===== src/rtl/pbm_pkg.sv =====
package pbm_pkg;

  // Phase encoding is {select_any, enable}, so the register mirrors the bus.
  typedef enum logic [1:0] {
    PH_IDLE   = 2'b00,
    PH_SETUP  = 2'b10,
    PH_ACTIVE = 2'b11
  } phase_e;

endpackage


===== src/rtl/pbm_fsm.sv =====
module pbm_fsm
  import pbm_pkg::*;
(
  input  logic   clk,
  input  logic   rst_n,
  input  logic   req_valid,
  input  logic   same_slave,
  output phase_e phase,
  output logic   req_ready,
  output logic   accept,
  output logic   finish
);

  phase_e phase_q;
  phase_e phase_d;

  // Ready: free bus, or last cycle of a transfer to the same slave.
  always_comb begin
    req_ready = 1'b0;
    unique case (phase_q)
      PH_IDLE:   req_ready = 1'b1;
      PH_ACTIVE: req_ready = same_slave;
      default:   req_ready = 1'b0;
    endcase
  end

  assign accept = req_valid & req_ready;
  assign finish = (phase_q == PH_ACTIVE);

  always_comb begin
    phase_d = phase_q;
    unique case (phase_q)
      PH_IDLE:   phase_d = accept ? PH_SETUP : PH_IDLE;
      PH_SETUP:  phase_d = PH_ACTIVE;
      PH_ACTIVE: phase_d = accept ? PH_SETUP : PH_IDLE;
      default:   phase_d = PH_IDLE;
    endcase
  end

  always_ff @(posedge clk or negedge rst_n) begin
    if (!rst_n) begin
      phase_q <= PH_IDLE;
    end else begin
      phase_q <= phase_d;
    end
  end

  assign phase = phase_q;

endmodule


===== src/rtl/pbm_hold.sv =====
module pbm_hold #(
  parameter int NUM_SLV = 4,
  parameter int AW      = 8,
  parameter int DW      = 8,
  localparam int SIDW   = (NUM_SLV > 1) ? $clog2(NUM_SLV) : 1
) (
  input  logic               clk,
  input  logic               rst_n,
  input  logic               load,
  input  logic               clear,
  input  logic               req_write,
  input  logic [AW-1:0]      req_addr,
  input  logic [DW-1:0]      req_wdata,
  input  logic [SIDW-1:0]    req_slave,
  output logic [NUM_SLV-1:0] bus_sel,
  output logic               bus_write,
  output logic [AW-1:0]      bus_addr,
  output logic [DW-1:0]      bus_wdata,
  output logic [SIDW-1:0]    cur_slave
);

  logic [NUM_SLV-1:0] dec_sel;
  logic [NUM_SLV-1:0] sel_q,   sel_d;
  logic               wr_q,    wr_d;
  logic [AW-1:0]      addr_q,  addr_d;
  logic [DW-1:0]      wdat_q,  wdat_d;
  logic [SIDW-1:0]    idx_q,   idx_d;

  // One-hot decode of the requested slave index.
  for (genvar g = 0; g < NUM_SLV; g++) begin : g_dec
    assign dec_sel[g] = (req_slave == SIDW'(g));
  end

  always_comb begin
    sel_d  = sel_q;
    wr_d   = wr_q;
    addr_d = addr_q;
    wdat_d = wdat_q;
    idx_d  = idx_q;
    if (load) begin
      sel_d  = dec_sel;
      wr_d   = req_write;
      addr_d = req_addr;
      wdat_d = req_write ? req_wdata : '0;
      idx_d  = req_slave;
    end else if (clear) begin
      sel_d  = '0;
      wr_d   = 1'b0;
      addr_d = '0;
      wdat_d = '0;
    end
  end

  always_ff @(posedge clk or negedge rst_n) begin
    if (!rst_n) begin
      sel_q  <= '0;
      wr_q   <= 1'b0;
      addr_q <= '0;
      wdat_q <= '0;
      idx_q  <= '0;
    end else if (load || clear) begin
      sel_q  <= sel_d;
      wr_q   <= wr_d;
      addr_q <= addr_d;
      wdat_q <= wdat_d;
      idx_q  <= idx_d;
    end
  end

  assign bus_sel   = sel_q;
  assign bus_write = wr_q;
  assign bus_addr  = addr_q;
  assign bus_wdata = wdat_q;
  assign cur_slave = idx_q;

endmodule


===== src/rtl/pbm_resp.sv =====
module pbm_resp #(
  parameter int DW = 8
) (
  input  logic          clk,
  input  logic          rst_n,
  input  logic          finish,
  input  logic          is_write,
  input  logic [DW-1:0] bus_rdata,
  output logic          rsp_valid,
  output logic          rsp_write,
  output logic [DW-1:0] rsp_rdata
);

  logic          vld_q, vld_d;
  logic          wr_q,  wr_d;
  logic [DW-1:0] dat_q, dat_d;

  always_comb begin
    vld_d = finish;
    wr_d  = wr_q;
    dat_d = dat_q;
    if (finish) begin
      wr_d  = is_write;
      dat_d = is_write ? '0 : bus_rdata;
    end
  end

  always_ff @(posedge clk or negedge rst_n) begin
    if (!rst_n) begin
      vld_q <= 1'b0;
      wr_q  <= 1'b0;
      dat_q <= '0;
    end else begin
      vld_q <= vld_d;
      if (finish) begin
        wr_q  <= wr_d;
        dat_q <= dat_d;
      end
    end
  end

  assign rsp_valid = vld_q;
  assign rsp_write = wr_q;
  assign rsp_rdata = dat_q;

endmodule


===== src/rtl/pbm_master.sv =====
module pbm_master
  import pbm_pkg::*;
#(
  parameter int NUM_SLV = 4,
  parameter int AW      = 8,
  parameter int DW      = 8,
  localparam int SIDW   = (NUM_SLV > 1) ? $clog2(NUM_SLV) : 1
) (
  input  logic               clk,
  input  logic               rst_n,
  input  logic               req_valid,
  output logic               req_ready,
  input  logic               req_write,
  input  logic [AW-1:0]      req_addr,
  input  logic [DW-1:0]      req_wdata,
  input  logic [SIDW-1:0]    req_slave,
  output logic [NUM_SLV-1:0] bus_sel,
  output logic               bus_en,
  output logic               bus_write,
  output logic [AW-1:0]      bus_addr,
  output logic [DW-1:0]      bus_wdata,
  input  logic [DW-1:0]      bus_rdata,
  output logic               rsp_valid,
  output logic               rsp_write,
  output logic [DW-1:0]      rsp_rdata
);

  phase_e          phase;
  logic            accept;
  logic            finish;
  logic            same_slave;
  logic            drop;
  logic [SIDW-1:0] cur_slave;

  assign same_slave = (req_slave == cur_slave);
  assign drop       = finish & ~accept;

  pbm_fsm u_fsm (
    .clk        (clk),
    .rst_n      (rst_n),
    .req_valid  (req_valid),
    .same_slave (same_slave),
    .phase      (phase),
    .req_ready  (req_ready),
    .accept     (accept),
    .finish     (finish)
  );

  pbm_hold #(
    .NUM_SLV (NUM_SLV),
    .AW      (AW),
    .DW      (DW)
  ) u_hold (
    .clk       (clk),
    .rst_n     (rst_n),
    .load      (accept),
    .clear     (drop),
    .req_write (req_write),
    .req_addr  (req_addr),
    .req_wdata (req_wdata),
    .req_slave (req_slave),
    .bus_sel   (bus_sel),
    .bus_write (bus_write),
    .bus_addr  (bus_addr),
    .bus_wdata (bus_wdata),
    .cur_slave (cur_slave)
  );

  pbm_resp #(
    .DW (DW)
  ) u_resp (
    .clk       (clk),
    .rst_n     (rst_n),
    .finish    (finish),
    .is_write  (bus_write),
    .bus_rdata (bus_rdata),
    .rsp_valid (rsp_valid),
    .rsp_write (rsp_write),
    .rsp_rdata (rsp_rdata)
  );

  // Enable is the low bit of the phase code.
  assign bus_en = phase[0];

endmodule


===== config.mk =====
export PLATFORM = sky130hd
export DESIGN_NAME = pbm_master
export DESIGN_NICKNAME = d
export VERILOG_FILES = /design/src/rtl/pbm_pkg.sv /design/src/rtl/pbm_fsm.sv /design/src/rtl/pbm_hold.sv /design/src/rtl/pbm_resp.sv /design/src/rtl/pbm_master.sv
export SDC_FILE = /design/constraint.sdc
export NUM_CORES = 1
export LEC_CHECK = 0
export ABC_CLOCK_PERIOD_IN_PS = 2090
export BUFFER_PORTS_ARGS = -buffer_cell sky130_fd_sc_hd__buf_4
export CAP_MARGIN = 20
export CORE_MARGIN = 4
export CORE_UTILIZATION = 45
export CTS_CLUSTER_SIZE = 16
export DETAILED_ROUTE_END_ITERATION = 10
export PLACE_DENSITY = 0.78
export SYNTH_ARGS = -nofsm -noshare
export SYNTH_HDL_FRONTEND = slang
export SYNTH_SLANG_ARGS = --single-unit

===== constraint.sdc =====
create_clock -name clk -period 2.09 [get_ports clk]
set_input_delay 0.418 -clock clk [delete_from_list [all_inputs] [get_ports clk]]
set_output_delay 0.418 -clock clk [all_outputs]
set_load 0.02 [all_outputs]

==> reports/results.ini, run 1 <==
[cells_and_area]
area_delta_synth_final_pct = 29.63
nNetsFinal = 283
drive_gt1_share_pct = 32.13
final_area_um2 = 2452
multi_input_area_um2 = 820.8
regArea_um2 = 875.8
n_antenna_cell = 0
num-fill-cells = 381

[floorplanning]
die_h_um = 72.84
initial_core_util_pct = 46.96
rows = 23
ioPinCount = 63
die_w_um = 72.84
core_um2 = 4029
die-area_um2 = 5306

[placement]
pre_cts_slack_ns = 0.2230
placed_cell_area_um2 = 2352
portBuffers = 62
place_congestion = 0.7799
dp_hpwl_um = 3354

[clock_network]
clk_latency_ns = 0.28
clockRootBuffer = clkbuf_8
clkTransAtPathRegs_ns = 0.07
ctsResizeCount = 0
cts_tree = done
clockBufferDepth = 2
cts_num_sinks = 35
postCtsSetupBuffers = 0
cts_max_level = 2
cts_buffers = 5
postCtsHoldBufs = 0

[route]
drt-wirelength-per-cell_um = 16.00
viasPerCell = 5.682
drt_iter0_markers = 112
ant_nets = 0
dr.pass1.iters = 4
wl_um = 4784
vias = 1699
drc = 0

[synth]
yosys_warnings = 0
synthTopCellsByCount = dfrtp_1, nand2_1, inv_1
yosysMostFrequentCell = dfrtp_1
synth_ff_type = dfrtp_1
synth_top_area_cell = dfrtp_1
synth-seq-cells = 35
avgSynthCellArea_um2 = 9.752
synthCells = 194
synth_edf_count = 0
async_flop_share_pct = 100.0
synthDistinctLibCells = 31
synthesis.nets = 229
ys_seq_area_share_pct = 46.30
ys_top_cells_by_area = dfrtp_1, nand4_1, a41o_1, nand2_1, nand3b_1
synth_top_area_share_pct = 46.30
netlist_area_um2 = 1892

[worst_setup_path]
cp_max_fo = 11
r2r_cells = 5
cp.arrival_ns = 1.52
cp_top_family = flip-flops
cp-end-kind = output port
startpoint_type = register
worst-path-stages = 4
critPathBufInv = 1
max_stage_delay_ns = 0.40
crit_required_ns = 1.67
path_cells = ha_1 > a31oi_1 > nor2_1 > buf_4
critPathSlowestCell = dfrtp_1
path_class = reg -> out

[flow_run]
drv_cap = 0

[global_route]
grt_pass1_vias = 1649
grt.total_usage_pct = 20.20
grt_pass1_wl_um = 8252
grt_start_max_net_pins = 36
antenna_found_initial = 0
grt_overflow = 0

[outcome]
run_status = completed

[sta]
worst_slew_pin_slew_ns = 0.5447
holdWs_ns = 0.07993
setup_viol = 0
hold_violations = 0
rsz0062_at_grt = false
slew_violations = 0
fmax_mhz = 515.6
slew_headroom_pct = 63.58
clock_skew_ns = 0.004709
fin_tns_setup_ns = 0
post-route-min-period_ns = 1.939
min_period_over_period_pct = 92.79
setup_ws_ns = 0.1507

[pwr]
p_leak_nw = 1.196
irDropWorstVdd_v = 0.0007252
power_density_nw_per_um2 = 1565

[hold_path]
worstHoldPathType = in -> async

## state kept, by name, summed over array words and instances, names as in the netlist
signal	flops
u_hold.bus_wdata	8
u_hold.cur_slave	2
u_hold.bus_sel	4
u_resp.rsp_valid	1
u_hold.bus_write	1
u_resp.rsp_write	1
u_hold.bus_addr	8
u_fsm.phase	2
u_resp.rsp_rdata	8
## worst paths after layout
path | slack, ns | startpoint | endpoint
setup / recovery | 0.15 | u_fsm.phase[1] | req_ready
hold / removal | 0.08 | rst_n | u_hold.bus_wdata[5]
setup reg to reg | 0.22 | u_fsm.phase[0] | u_hold.bus_addr[3]
hold reg to reg | 0.53 | u_resp.rsp_rdata[0] | u_resp.rsp_rdata[0]
max in group asynchronous | 1.69 | rst_n | u_resp.rsp_valid
min in group clk | 0.34 | bus_rdata[7] | u_resp.rsp_rdata[7]
## report_power, final
group / switching (W) / leakage [nW] / internal [W]
logic: 0.00123 / 0.694 / 0.000905
registers: 0.000189 / 0.450 / 0.000975
clock network: 0.000235 / 0.0515 / 0.000301
total: 0.00166 / 1.20 / 0.00218
## placed cells by master, fill, tap and decap left out, types with 2 or more instances in the layout
| cell | n |
|---|---|
| nand4b_1 | 4 |
| nand4_1 | 18 |
| dfrtp_1 | 35 |
| a41o_1 | 9 |
| clkbuf_8 | 7 |
| buf_4 | 69 |
| nand2_1 | 24 |
| nand3b_1 | 12 |
| o21ai_0 | 7 |
| a221o_1 | 2 |
| o211ai_1 | 11 |
| inv_1 | 20 |
| and3_1 | 2 |
| o32ai_1 | 9 |
| ha_1 | 5 |
## through the flow
step	cells	power (W)	utilization, %
global route	299	0.004141	60.87
global placement	291	0.003245	58.39
finish	299	0.003838	60.87
detailed placement	291	0.003324	58.39
CTS	299	0.003879	60.87
floorplan	194	0.002531	-
## logic make-up (layout without fill, tap and decap cells)
group           Yosys count  count (layout)  share of synthesized area, %
compound gates           40              40                         16.87
xor+xnor                  2               2                         1.323
fa+ha+maj                 5               5                         3.307
buf+inv                  42              97                         10.45
flops                    35              35                         46.30
mux                       1               1                        0.5952
simple gates             69              69                         21.16
## area by class of cell
| class | instances | share of cell area, % |
|---|---|---|
| clock buffers | 8 | 4.082 |
| inverters | 20 | 3.061 |
| multi-input cells | 117 | 33.47 |
| flip-flops and latches | 35 | 35.71 |
| well taps | 50 | 2.551 |
| repair buffers | 69 | 21.12 |
## routing by layer
layer	vias up	track usage (%)	wire length (µm)	share of wire [%]
li1	812	-	-	-
met1	823	26.90	2078	43
met2	56	31.76	2286	48
met3	8	5.372	343	7.2
met4	0	7.172	77	1.6
met5	-	0	0	0
No activity file was read; power rests on OpenSTA's default activity.
==> run 2: changes to the inputs <==
Settings changed: CTS_CLUSTER_DIAMETER set to 120, PLACE_DENSITY 0.78 to 0.72.
==> reports/results.ini, run 2 (synthesized netlist as in run 1, its figures left out) <==
[sta]
min_period_over_period_pct = 88.68
fmax_mhz = 539.5
slew_violations = 0
holdWs_ns = 0.07162
rsz0062_at_grt = false
setup_viol = 0
clock_skew_ns = 0.003481
worst_slew_pin_slew_ns = 0.5495
fin_tns_setup_ns = 0
slew_headroom_pct = 63.25
post-route-min-period_ns = 1.853
hold_violations = 0

[pwr]
seq_power_share_pct = 30.7
p_leak_nw = 1.189
switching_share_pct = 43.80
power_density_nw_per_um2 = 1540
pwr-share-comb_pct = 56.4
pwr-share-clk_pct = 12.9
irDropWorstVdd_v = 0.0006914
p_int_w = 0.002120
switching_power_w = 0.001652

[cells_and_area]
multi_input_area_um2 = 828.3
final_area_um2 = 2450
nNetsFinal = 282
num-fill-cells = 355
area_delta_synth_final_pct = 29.50
layout.cells.most_common = buf_4
drive_gt1_share_pct = 32.26
n_antenna_cell = 0
regArea_um2 = 875.8
final_cell_mix = buf_4, dfrtp_1, nand2_1

[clock_network]
cts_buffers = 5
clk_latency_ns = 0.29
postCtsSetupBuffers = 0
clockBufferDepth = 2
clkTransAtPathRegs_ns = 0.07
clockRootBuffer = clkbuf_8
cts_tree = done
cts_max_level = 2
postCtsHoldBufs = 0
ctsResizeCount = 0
cts_num_sinks = 35

[worst_setup_path]
cp-startpoint = u_fsm.phase[1]
worst-path-stages = 4
cp_max_fo = 5
critPathSlowestCell = dfrtp_1
critPathBufInv = 2
cp-end-kind = output port
r2r-start = u_fsm.phase[1]
r2r_cells = 5
cp_top_family = flip-flops
rrSetupSlack_ns = 0.26
path_class = reg -> out
crit_required_ns = 1.67
cp.arrival_ns = 1.44
startpoint_type = register
max_stage_delay_ns = 0.41
timing.critical_path.to = req_ready
reg2reg_to = u_hold.bus_wdata[0]
path_cells = inv_1 > ha_1 > nor2_1 > buf_4

[placement]
dp_hpwl_um = 3210
place_congestion = 0.7617
portBuffers = 62
placed_cell_area_um2 = 2365

[floorplanning]
die_h_um = 72.84
ioPinCount = 63
die_w_um = 72.84
initial_core_util_pct = 46.96
rows = 23
die-area_um2 = 5306
core_um2 = 4029

[global_route]
grt_pass1_vias = 1576
antenna_found_initial = 0
grt_start_max_net_pins = 36
grt.total_usage_pct = 18.55
grt_pass1_wl_um = 7672
grt_overflow = 0

[route]
dr.pass1.iters = 4
vias = 1686
wl_um = 4604
drt-wirelength-per-cell_um = 15.45
drt_iter0_markers = 145
drc = 0
viasPerCell = 5.658
ant_nets = 0

[flow_run]
drv_cap = 0

[outcome]
run_status = completed

[hold_path]
worstHoldPathType = in -> async

run 2: cell types whose count changed in the layout (fill, tap and decap cells not counted):
cell,previous run,this run
buf_4,69,67
buf_12,0,1
xnor2_2,1,2
xnor2_1,1,0
clkinv_2,0,1
clkbuf_8,7,5
clkinvlp_4,0,1
run 2: area by class of cell:
cell class                      count  area share, %
Tap cell                           50          2.554
Clock buffer                        6          2.962
Multi-Input combinational cell    117          33.81
Sequential cell                    35          35.75
Inverter                           20          3.064
Clock inverter                      2         0.5107
Timing Repair Buffer               68          21.35
run 2: stage by stage:
step | std cells | setup slack, ns | total power, W | util (%)
after CTS | 298 | 0.2201 | 0.003812 | 60.81
after floorplan | 194 | 0.1962 | 0.002531 | -
after global routing | 298 | 0.04431 | 0.004074 | 60.81
after detailed placement | 290 | 0.2587 | 0.003319 | 58.70
final | 298 | 0.2366 | 0.003773 | 60.81
after global placement | 290 | 0.2752 | 0.003268 | 58.70
run 2: power groups by stage:
stage | clock network, W | logic [W] | registers, W
final | 0.000487 | 0.00213 | 0.00116
after floorplan | 0 | 0.00106 | 0.00147
after global placement | 0 | 0.00210 | 0.00117
after CTS | 0.000503 | 0.00215 | 0.00116
after detailed placement | 0 | 0.00215 | 0.00117
after global routing | 0.000530 | 0.00234 | 0.00121
run 2: worst reg2reg max path, stage by stage (launching register included):
cell      delay, ns
dfrtp_1        0.41
inv_1          0.09
ha_1           0.34
nand3b_1       0.49
nand3b_1       0.26
o211ai_1       0.10
run 2: per-layer routing:
metal,track usage (%),vias up,wire length [µm]
li1,-,812,-
met1,24.76,814,1950
met2,29.66,53,2250
met3,4.408,7,346
met4,6.148,0,57
met5,0,-,0
run 2: worst min-delay path by stage:
stage          slack [ns]   from  cells past startpoint                   to
6_report             0.07  rst_n                      1  u_hold.bus_wdata[7]
4_1_cts              0.08  rst_n                      1  u_hold.bus_wdata[3]
3_3_place_gp         0.40  rst_n                      1  u_hold.bus_wdata[7]
3_5_place_dp         0.40  rst_n                      1  u_hold.bus_wdata[3]
2_1_floorplan        0.12  rst_n                      0       u_fsm.phase[0]
5_1_grt              0.09  rst_n                      1  u_hold.bus_wdata[3]
==> run 3: changes to the inputs <==
==> constraint.sdc (replaced) <==
create_clock -name clk -period 2.09 [get_ports clk]
set_input_delay 0.1045 -clock clk [delete_from_list [all_inputs] [get_ports clk]]
set_output_delay 0.1045 -clock clk [all_outputs]
set_load 0.02 [all_outputs]
==> reports/results.ini, run 3 (synthesized netlist as in run 1, its figures left out) <==
[outcome]
run_status = completed

[sta]
hold_violations = 0
slew_headroom_pct = 60.82
clock_skew_ns = 0.006584
setup_viol = 0
rsz0062_at_grt = false
post-route-min-period_ns = 1.818
fmax_mhz = 550.1
fin_tns_setup_ns = 0
worst_slew_pin_slew_ns = 0.5847
min_period_over_period_pct = 86.98
slew_violations = 0

[pwr]
pwr-share-comb_pct = 55.5
p_total_w = 0.003816
switching_power_w = 0.001631
power_density_nw_per_um2 = 1544
switching_share_pct = 42.74
p_leak_nw = 1.205
pwr-share-clk_pct = 14.2
seq_power_share_pct = 30.4
p_int_w = 0.002185
irDropWorstVdd_v = 0.0006384

[clock_network]
clockRootBuffer = clkbuf_8
clockBufferDepth = 2
clk_latency_ns = 0.29
cts_max_level = 2
cts_num_sinks = 35
clkTransAtPathRegs_ns = 0.07
cts_buffers = 5
cts_tree = done

[cells_and_area]
layout.cells.most_common = buf_4
drive_gt1_share_pct = 32.80
n_antenna_cell = 0
area_delta_synth_final_pct = 30.69
final_cell_mix = buf_4, dfrtp_1, nand2_1
nNetsFinal = 284

[worst_setup_path]
startpoint_type = register
r2r-start = u_fsm.phase[0]
cp.arrival_ns = 1.71
reg2reg_to = u_hold.bus_sel[0]
r2r_cells = 5
rrSetupSlack_ns = 0.28
crit_required_ns = 1.99
cp_max_fo = 15
cp-end-kind = output port
path_class = reg -> out

[floorplanning]
core_um2 = 4029
ioPinCount = 63
rows = 23
initial_core_util_pct = 46.96
die-area_um2 = 5306
die_w_um = 72.84
die_h_um = 72.84

[route]
drt-wirelength-per-cell_um = 15.33
ant_nets = 0
viasPerCell = 5.643
drt_iter0_markers = 134
dr.pass1.iters = 4
drc = 0
vias = 1693
wl_um = 4599

[global_route]
grt_pass1_wl_um = 7665
grt.total_usage_pct = 18.47
grt_start_max_net_pins = 36
antenna_found_initial = 0
grt_pass1_vias = 1636
grt_overflow = 0

[hold_path]
min_from = bus_rdata[4]
worstHoldPathCells = 3
whs_endpoint = u_resp.rsp_rdata[4]
worstHoldPathType = in -> reg

[placement]
dp_hpwl_um = 3212
portBuffers = 62
place_congestion = 0.7777

[flow_run]
drv_cap = 0

## run 3: how the worst max path moves through the flow
stage / start / depth (start not counted) / to / slack, ns
after global placement: u_fsm.phase[0] / 5 / u_hold.bus_sel[0] / 0.25
after CTS: u_fsm.phase[0] / 6 / req_ready / 0.13
after floorplan: u_fsm.phase[0] / 6 / u_hold.bus_addr[3] / 0.35
after detailed placement: u_fsm.phase[0] / 5 / u_hold.bus_sel[0] / 0.21
after global routing: u_fsm.phase[0] / 6 / req_ready / 0.1
final: u_fsm.phase[0] / 6 / req_ready / 0.27
## run 3: cell type report
cell class | count | area (µm²)
Fill cell | 359 | 1556
Sequential cell | 35 | 875.8
Multi-Input combinational cell | 117 | 830.8
Timing Repair Buffer | 70 | 528.0
Clock buffer | 8 | 100.1
Inverter | 20 | 75.07
Tap cell | 50 | 62.56
## run 3: worst max-delay path, stage by stage, from the launching register on
cell,delay (ns)
dfrtp_1,0.41
inv_1,0.11
ha_2,0.31
buf_4,0.25
a31oi_1,0.06
nor2_1,0.14
buf_4,0.16
## run 3: layer usage
metal  vias to the layer above  global-route usage, %  routed length, µm
met5                         -                      0                  0
met4                         0                  7.787                 77
met3                         7                  5.096                380
met2                        57                  30.56               2251
met1                       811                  22.58               1890
li1                        818                      -                  -
## run 3: timing repair
action                     CTS  global route
gates resized for setup      0             1
setup endpoints to repair    0             3
hold buffers                 1             0
setup buffers                0             0
hold endpoints to repair    35             0
## run 3: stage by stage
step	cells	setup WS (ns)	hold slack, ns	utilization [%]	area, µm²
2_1_floorplan	194	0.3514	-0.1911	-	1892
3_3_place_gp	291	0.2494	0.08811	58.57	2360
3_5_place_dp	291	0.2065	0.09005	58.57	2360
4_1_cts	300	0.1321	0.02431	61.30	2470
5_1_grt	300	0.09558	0.03474	61.37	2472
6_report	300	0.2721	0.02801	61.37	2472
## run 3: power by group through the flow
| stage | sequential [W] | combinational, W | clock (W) |
|---|---|---|---|
| floorplan | 0.00147 | 0.00106 | 0 |
| global placement | 0.00117 | 0.00209 | 0 |
| detailed placement | 0.00117 | 0.00212 | 0 |
| CTS | 0.00116 | 0.00213 | 0.000561 |
| global route | 0.00120 | 0.00234 | 0.000589 |
| finish | 0.00116 | 0.00212 | 0.000541 |
